===== src/rtl/irq_vec_pkg.sv =====
package irq_vec_pkg;
    localparam int unsigned REG_W      = 8;
    localparam int unsigned VEC_SHIFT  = 2;

    typedef enum logic {
        REG_MASK  = 1'b0,
        REG_CLEAR = 1'b1
    } reg_kind_e;
endpackage


===== src/rtl/irq_post_bank.sv =====
module irq_post_bank #(
    parameter int unsigned NUM_SRC = 26,
    parameter logic [NUM_SRC-1:0] RSV_MASK = '0
) (
    input  logic               clk,
    input  logic               rst,
    input  logic [NUM_SRC-1:0] src_i,
    input  logic [NUM_SRC-1:0] clr_i,
    output logic [NUM_SRC-1:0] posted_o
);
    typedef struct packed {
        logic [NUM_SRC-1:0] prev;
        logic [NUM_SRC-1:0] posted;
    } bank_t;

    bank_t st_d, st_q;
    logic [NUM_SRC-1:0] rise_d;

    always_comb begin
        st_d        = st_q;
        rise_d      = src_i & ~st_q.prev & ~RSV_MASK;
        st_d.prev   = src_i;
        // a new edge outranks any clear in the same cycle
        st_d.posted = (st_q.posted & ~clr_i) | rise_d;
    end

    always_ff @(posedge clk) begin
        if (rst) st_q <= '0;
        else     st_q <= st_d;
    end

    assign posted_o = st_q.posted;

    // every detected edge is visible as posted on the next clock
    a_r1_edge_posts: assert property (@(posedge clk) disable iff (rst)
        (rise_d != '0) |=> ((st_q.posted & $past(rise_d)) == $past(rise_d)));

    // reserved slots never hold a posted flag
    a_r7_reserved_quiet: assert property (@(posedge clk) disable iff (rst)
        (st_q.posted & RSV_MASK) == '0);
endmodule


===== src/rtl/irq_prio_pick.sv =====
module irq_prio_pick #(
    parameter int unsigned NUM_SRC = 26,
    parameter int unsigned IDX_W   = 5
) (
    input  logic [NUM_SRC-1:0] req_i,
    output logic               any_o,
    output logic [IDX_W-1:0]   idx_o
);
    always_comb begin
        idx_o = '0;
        for (int i = NUM_SRC - 1; i >= 0; i--) begin
            if (req_i[i]) idx_o = IDX_W'(i);
        end
        any_o = |req_i;
    end
endmodule


===== src/rtl/irq_vec_ctrl.sv =====
module irq_vec_ctrl
    import irq_vec_pkg::*;
#(
    parameter int unsigned NUM_SRC  = 26,
    parameter int unsigned VEC_W    = 16,
    parameter logic [NUM_SRC-1:0] RSV_MASK = 26'h1881F00,
    localparam int unsigned NUM_GRP = (NUM_SRC + REG_W - 1) / REG_W,
    localparam int unsigned GRP_W   = (NUM_GRP > 1) ? $clog2(NUM_GRP) : 1,
    localparam int unsigned ADDR_W  = GRP_W + 1,
    localparam int unsigned IDX_W   = (NUM_SRC > 1) ? $clog2(NUM_SRC) : 1
) (
    input  logic               clk,
    input  logic               rst,
    input  logic [NUM_SRC-1:0] src_i,
    input  logic               gie_i,
    input  logic               reg_we_i,
    input  logic [ADDR_W-1:0]  reg_addr_i,
    input  logic [REG_W-1:0]   reg_wdata_i,
    input  logic               clr_all_i,
    input  logic               take_i,
    output logic               irq_o,
    output logic [VEC_W-1:0]   vec_o
);
    typedef struct packed {
        logic [NUM_SRC-1:0] mask;
        logic               irq;
        logic [IDX_W-1:0]   idx;
    } ctrl_t;

    ctrl_t st_d, st_q;

    logic [NUM_SRC-1:0] posted;
    logic [NUM_SRC-1:0] pending;
    logic [NUM_SRC-1:0] clr_vec;
    logic [NUM_SRC-1:0] clr_wr;
    logic [NUM_SRC-1:0] take_vec;
    logic               pick_any;
    logic [IDX_W-1:0]   pick_idx;
    reg_kind_e          wr_kind;
    logic [GRP_W-1:0]   wr_grp;

    assign wr_kind = reg_kind_e'(reg_addr_i[ADDR_W-1]);
    assign wr_grp  = reg_addr_i[GRP_W-1:0];

    // clear sources: register write, clear-all strobe, CPU take
    always_comb begin
        clr_wr = '0;
        for (int i = 0; i < NUM_SRC; i++) begin
            if (reg_we_i && wr_kind == REG_CLEAR && wr_grp == GRP_W'(i / REG_W))
                clr_wr[i] = reg_wdata_i[i % REG_W];
        end
        take_vec = (take_i && st_q.irq) ? (NUM_SRC'(1) << st_q.idx) : '0;
        clr_vec  = clr_wr | {NUM_SRC{clr_all_i}} | take_vec;
    end

    irq_post_bank #(
        .NUM_SRC  (NUM_SRC),
        .RSV_MASK (RSV_MASK)
    ) bank_i (
        .clk      (clk),
        .rst      (rst),
        .src_i    (src_i),
        .clr_i    (clr_vec),
        .posted_o (posted)
    );

    assign pending = posted & st_q.mask;

    irq_prio_pick #(
        .NUM_SRC (NUM_SRC),
        .IDX_W   (IDX_W)
    ) pick_i (
        .req_i (pending),
        .any_o (pick_any),
        .idx_o (pick_idx)
    );

    always_comb begin
        st_d = st_q;
        for (int i = 0; i < NUM_SRC; i++) begin
            if (reg_we_i && wr_kind == REG_MASK && wr_grp == GRP_W'(i / REG_W))
                st_d.mask[i] = reg_wdata_i[i % REG_W];
        end
        st_d.mask = st_d.mask & ~RSV_MASK;
        st_d.irq  = pick_any & gie_i;
        st_d.idx  = pick_any ? pick_idx : '0;
    end

    always_ff @(posedge clk) begin
        if (rst) st_q <= '0;
        else     st_q <= st_d;
    end

    assign irq_o = st_q.irq;
    assign vec_o = VEC_W'({st_q.idx, {VEC_SHIFT{1'b0}}});

    // a request needs the global enable one clock earlier
    a_r5_irq_needs_gie: assert property (@(posedge clk) disable iff (rst)
        irq_o |-> $past(gie_i));

    // enable plus pending gives a request on the next clock
    a_r11_prompt_request: assert property (@(posedge clk) disable iff (rst)
        (gie_i && pending != '0) |=> irq_o);

    // the picked source is pending and no lower index is pending
    a_r4_lowest_wins: assert property (@(posedge clk) disable iff (rst)
        pick_any |-> (pending[pick_idx] &&
            ((pending & ((NUM_SRC'(1) << pick_idx) - NUM_SRC'(1))) == '0)));

    // a posted flag only drops when some clear reached it
    a_r3_mask_keeps_post: assert property (@(posedge clk) disable iff (rst)
        ($past(posted) & ~posted & ~$past(clr_vec)) == '0);

    // vector is word aligned and inside the slot range
    a_r6_vec_range: assert property (@(posedge clk) disable iff (rst)
        (vec_o[VEC_SHIFT-1:0] == '0) && (vec_o <= VEC_W'((NUM_SRC - 1) * 4)));
endmodule


===== config.mk =====
export PLATFORM = sky130hd
export DESIGN_NAME = irq_vec_ctrl
export DESIGN_NICKNAME = d
export VERILOG_FILES = /design/src/rtl/irq_vec_pkg.sv /design/src/rtl/irq_post_bank.sv /design/src/rtl/irq_prio_pick.sv /design/src/rtl/irq_vec_ctrl.sv
export SDC_FILE = /design/constraint.sdc
export NUM_CORES = 1
export LEC_CHECK = 0
export ABC_AREA = 1
export BUFFER_PORTS_ARGS = -buffer_cell sky130_fd_sc_hd__buf_2
export CORE_ASPECT_RATIO = 1.5
export CORE_MARGIN = 2
export CORE_UTILIZATION = 25
export DETAILED_ROUTE_END_ITERATION = 10
export PLACE_DENSITY = 0.39
export SYNTH_ARGS = -nofsm -noshare
export SYNTH_HDL_FRONTEND = slang
export SYNTH_HIERARCHICAL = 1
export SYNTH_SLANG_ARGS = --single-unit
export TNS_END_PERCENT = 100

===== constraint.sdc =====
create_clock -name clk -period 1.9 [get_ports clk]
set_input_delay 0.38 -clock clk [delete_from_list [all_inputs] [get_ports clk]]
set_output_delay 0.38 -clock clk [all_outputs]
set_load 0.005 [all_outputs]

==> impl_table.tex <==
\begin{tabular}{lr}
\hline
Metric & Value \\
\hline
\multicolumn{2}{l}{\textbf{Critical path}} \\
\quad Kind of launch point of the worst setup path & flip-flop \\
\quad CP Max Fanout & 2 \\
\quad CP Data Required Time & 2.16 ns \\
\quad Cell type group with the largest total delay on the critical path & simple AND/OR/NAND/NOR gates \\
\quad Worst reg2reg startpoint & bank\_i/posted\_o[25] \\
\quad Worst Reg2Reg Path Length in Cells & 28 \\
\quad Crit-path max cell delay & 0.32 ns \\
\quad Critical path start-end classification & reg -> reg \\
\quad Buffers plus inverters on the worst setup path & 2 \\
\quad Endpoint of the worst-slack reg-to-reg timing path & vec\_o[2] \\
\quad Slowest library cell on the worst path & dfxtp\_2 \\
\quad Endpoint type of the worst setup path & flip-flop \\
\quad Reg-to-reg setup timing slack & 0.06 ns \\
\quad Most common cell type on the critical path & nand2\_1 \\
\quad Data arrival time at the worst-slack endpoint & 2.10 ns \\
\multicolumn{2}{l}{\textbf{Power}} \\
\quad Switching power & about 0.00086 W \\
\quad VDD IR-drop max & 0.000441 V \\
\quad Net switching share of the total power & 0.249 \\
\quad P\_int & 0.00261 W \\
\quad Seq pwr share & 0.394 \\
\quad Share of power burned in the clock network & 0.497 \\
\quad Static Leak & between 2 and 2.5 nW \\
\quad Combinational fraction of design power & 0.109 \\
\quad Total power per unit cell area & 873 nW/µm² \\
\multicolumn{2}{l}{\textbf{Clock tree}} \\
\quad Hold buffer count at cts & 0 \\
\quad Post-CTS setup repair buffer count & 0 \\
\quad Post\_cts resized & 0 \\
\quad Clock root buffer & clkbuf\_16 \\
\quad \# H-tree levels & 3 \\
\quad Cts bufs inserted & 9 \\
\quad Clock tree buffer depth & 2 \\
\quad Clock-pin slew on the worst setup and hold paths & around 0.050 ns \\
\quad CTS tree & yes \\
\quad Number of sinks on the clock net & 60 \\
\quad Clock network latency to the later pin of the worst-skew pair & 0.33 ns \\
\multicolumn{2}{l}{\textbf{Cells and area}} \\
\quad Commonest non-fill, non-tap cell in the layout & inv\_1 \\
\quad Filler instances & 1604 \\
\quad Number of antenna diodes & 0 \\
\quad Core utilization of the finished layout & 0.287 \\
\quad Post-route design area & 3980 µm² \\
\quad Fraction of layout instances using a drive strength above 1 & 0.123 \\
\quad Top library cells by usage in the layout, fill and taps aside & inv\_1 (126), nand2\_1 (120), nand3\_1 (94) \\
\quad Area Growth Syn to Fin & 13.1\% \\
\quad Final layout net count & 640 \\
\quad Cell Count, Final, Fillers Out & 767 \\
\multicolumn{2}{l}{\textbf{Floorplan}} \\
\quad Die Area & 15000 µm² \\
\quad Die outline height & 149 µm \\
\quad I/O Pins & 60 \\
\quad Core footprint & 13900 µm² \\
\quad Initial cell density of the core & 0.254 \\
\quad Core Rows & 53 \\
\quad Die boundary width & 101 µm \\
\multicolumn{2}{l}{\textbf{Drt}} \\
\quad Drt pass-1 iters & 4 \\
\quad Total wire length after detailed routing & 9.22 mm \\
\quad Routed vias & about 3100 \\
\quad Average wire length per cell after detail routing & about 12 µm \\
\quad Routed via count divided by cell count & 4.09 \\
\quad DRC violation total after the first TritonRoute iteration & $\sim$160 \\
\quad Remaining DRCs & 0 \\
\quad Post-DRT Antenna Nets & 0 \\
\multicolumn{2}{l}{\textbf{Timing}} \\
\quad Worst clock skew & 0.00585 ns \\
\quad Final Hold Violating Endpoints & 0 \\
\quad Achievable Freq & 0.544 GHz \\
\quad Final Hold Slack & 0.265 ns \\
\quad Setup-violating endpoint count in the final report & 0 \\
\quad Worst slew margin relative to its limit & 0.564 \\
\quad Max-slew violation count & 0 \\
\quad Final WS setup & 0.0601 ns \\
\quad Final clock period utilization by the worst path & 0.968 \\
\quad Clock period minus final worst setup slack & approximately 1.8 ns \\
\quad RSZ-0062 raised after global routing & true \\
\quad Transition time at the pin with the least slew margin & about 0.65 ns \\
\multicolumn{2}{l}{\textbf{Min path}} \\
\quad Worst hold path startpoint & src\_i[1] \\
\quad Worst min-delay path endpoint & bank\_i/st\_q[27] \\
\quad Cell count of the worst hold path & 3 \\
\quad Hold Crit Class & in -> reg \\
\multicolumn{2}{l}{\textbf{Placement}} \\
\quad Count of input and output buffers & 40 \\
\quad GPL Wtd Cong & $\sim$0.83 \\
\quad Worst slack at placement & 0.0321 ns \\
\quad HPWL after DPL & 7.20 mm \\
\quad Placed cell areas & 3650 µm² \\
\quad Number of placed cells counting well taps & 751 \\
\multicolumn{2}{l}{\textbf{GRT}} \\
\quad Vias in the first global route & 2986 \\
\quad Number of antenna violations at the first check in global routing & 0 \\
\quad First-pass GRT wire length & around 15 mm \\
\quad Gr ovfl total & 0 \\
\quad Tot GR Track Use & 0.128 \\
\quad Maximum number of pins on one net before global-route repair & 37 \\
\multicolumn{2}{l}{\textbf{Status}} \\
\quad Status & completed \\
\multicolumn{2}{l}{\textbf{Job}} \\
\quad Max-cap viol count & 0 \\
\multicolumn{2}{l}{\textbf{Yosys}} \\
\quad Number of warning messages in the yosys log & 6 \\
\quad Synthesized instance count & 568 \\
\quad Mean instance size in the synthesized netlist & about 6.2 µm² \\
\quad Post-Synthesis Cell Area & approximately 3500 µm² \\
\hline
\end{tabular}
==> flip-flops by register name (all words and copies together) (netlist names) <==
register         cells
bank_i/posted_o     18
bank_i/st_q         18
irq_o                1
st_q                18
vec_o                5
==> metrics by stage <==
| step | power (W) | setup TNS, ns |
|---|---|---|
| after detailed placement | 0.00178 | 0 |
| after global placement | 0.00177 | 0 |
| final | 0.00347 | 0 |
| after floorplan | 0.00171 | 0 |
| after global routing | 0.00365 | -0.228 |
| after CTS | 0.00353 | 0 |
==> cell type report <==
class | instances | area, µm² | share of cell area
multi-input cells | 348 | 1490 | 0.375
clock buffers | 10 | 229 | 0.0576
flip-flops and latches | 60 | 1200 | 0.303
clock inverters | 6 | 88.8 | 0.0223
repair buffers | 45 | 250 | 0.0630
inverters | 133 | 507 | 0.127
well taps | 165 | 206 | 0.0519
==> tightest hold or removal path, stage by stage <==
cell and delay, ns:
buf_2 0.09, inv_1 0.03, nor2_1 0.06
==> metal layers <==
metal  GRT usage  vias to the layer above  part of all wire
met1       0.151                     1385              0.43
met4      0.0527                        0             0.019
met5           0                        -                 0
met2       0.226                       60              0.50
li1            -                     1680                 -
met3      0.0216                        9             0.042
==> how the worst max path moves through the flow <==
stage,cells past startpoint,endpoint,slack [ns],startpoint
2_1_floorplan,29,vec_o[2],0.18,bank_i/posted_o[25]
3_3_place_gp,28,vec_o[2],0.02,bank_i/posted_o[25]
3_5_place_dp,28,vec_o[2],0.03,bank_i/posted_o[25]
4_1_cts,28,vec_o[2],0.02,bank_i/posted_o[25]
5_1_grt,28,vec_o[2],-0.23,bank_i/posted_o[25]
6_report,28,vec_o[2],0.06,bank_i/posted_o[25]
==> power by group through the flow <==
stage	combinational [W]	clock [W]	sequential [W]
2_1_floorplan	0.000332	0	0.00138
3_3_place_gp	0.000378	0	0.00139
3_5_place_dp	0.000382	0	0.00139
4_1_cts	0.000383	0.00178	0.00137
5_1_grt	0.000435	0.00184	0.00137
6_report	0.000377	0.00173	0.00137
(Power assumes the default switching activity.)
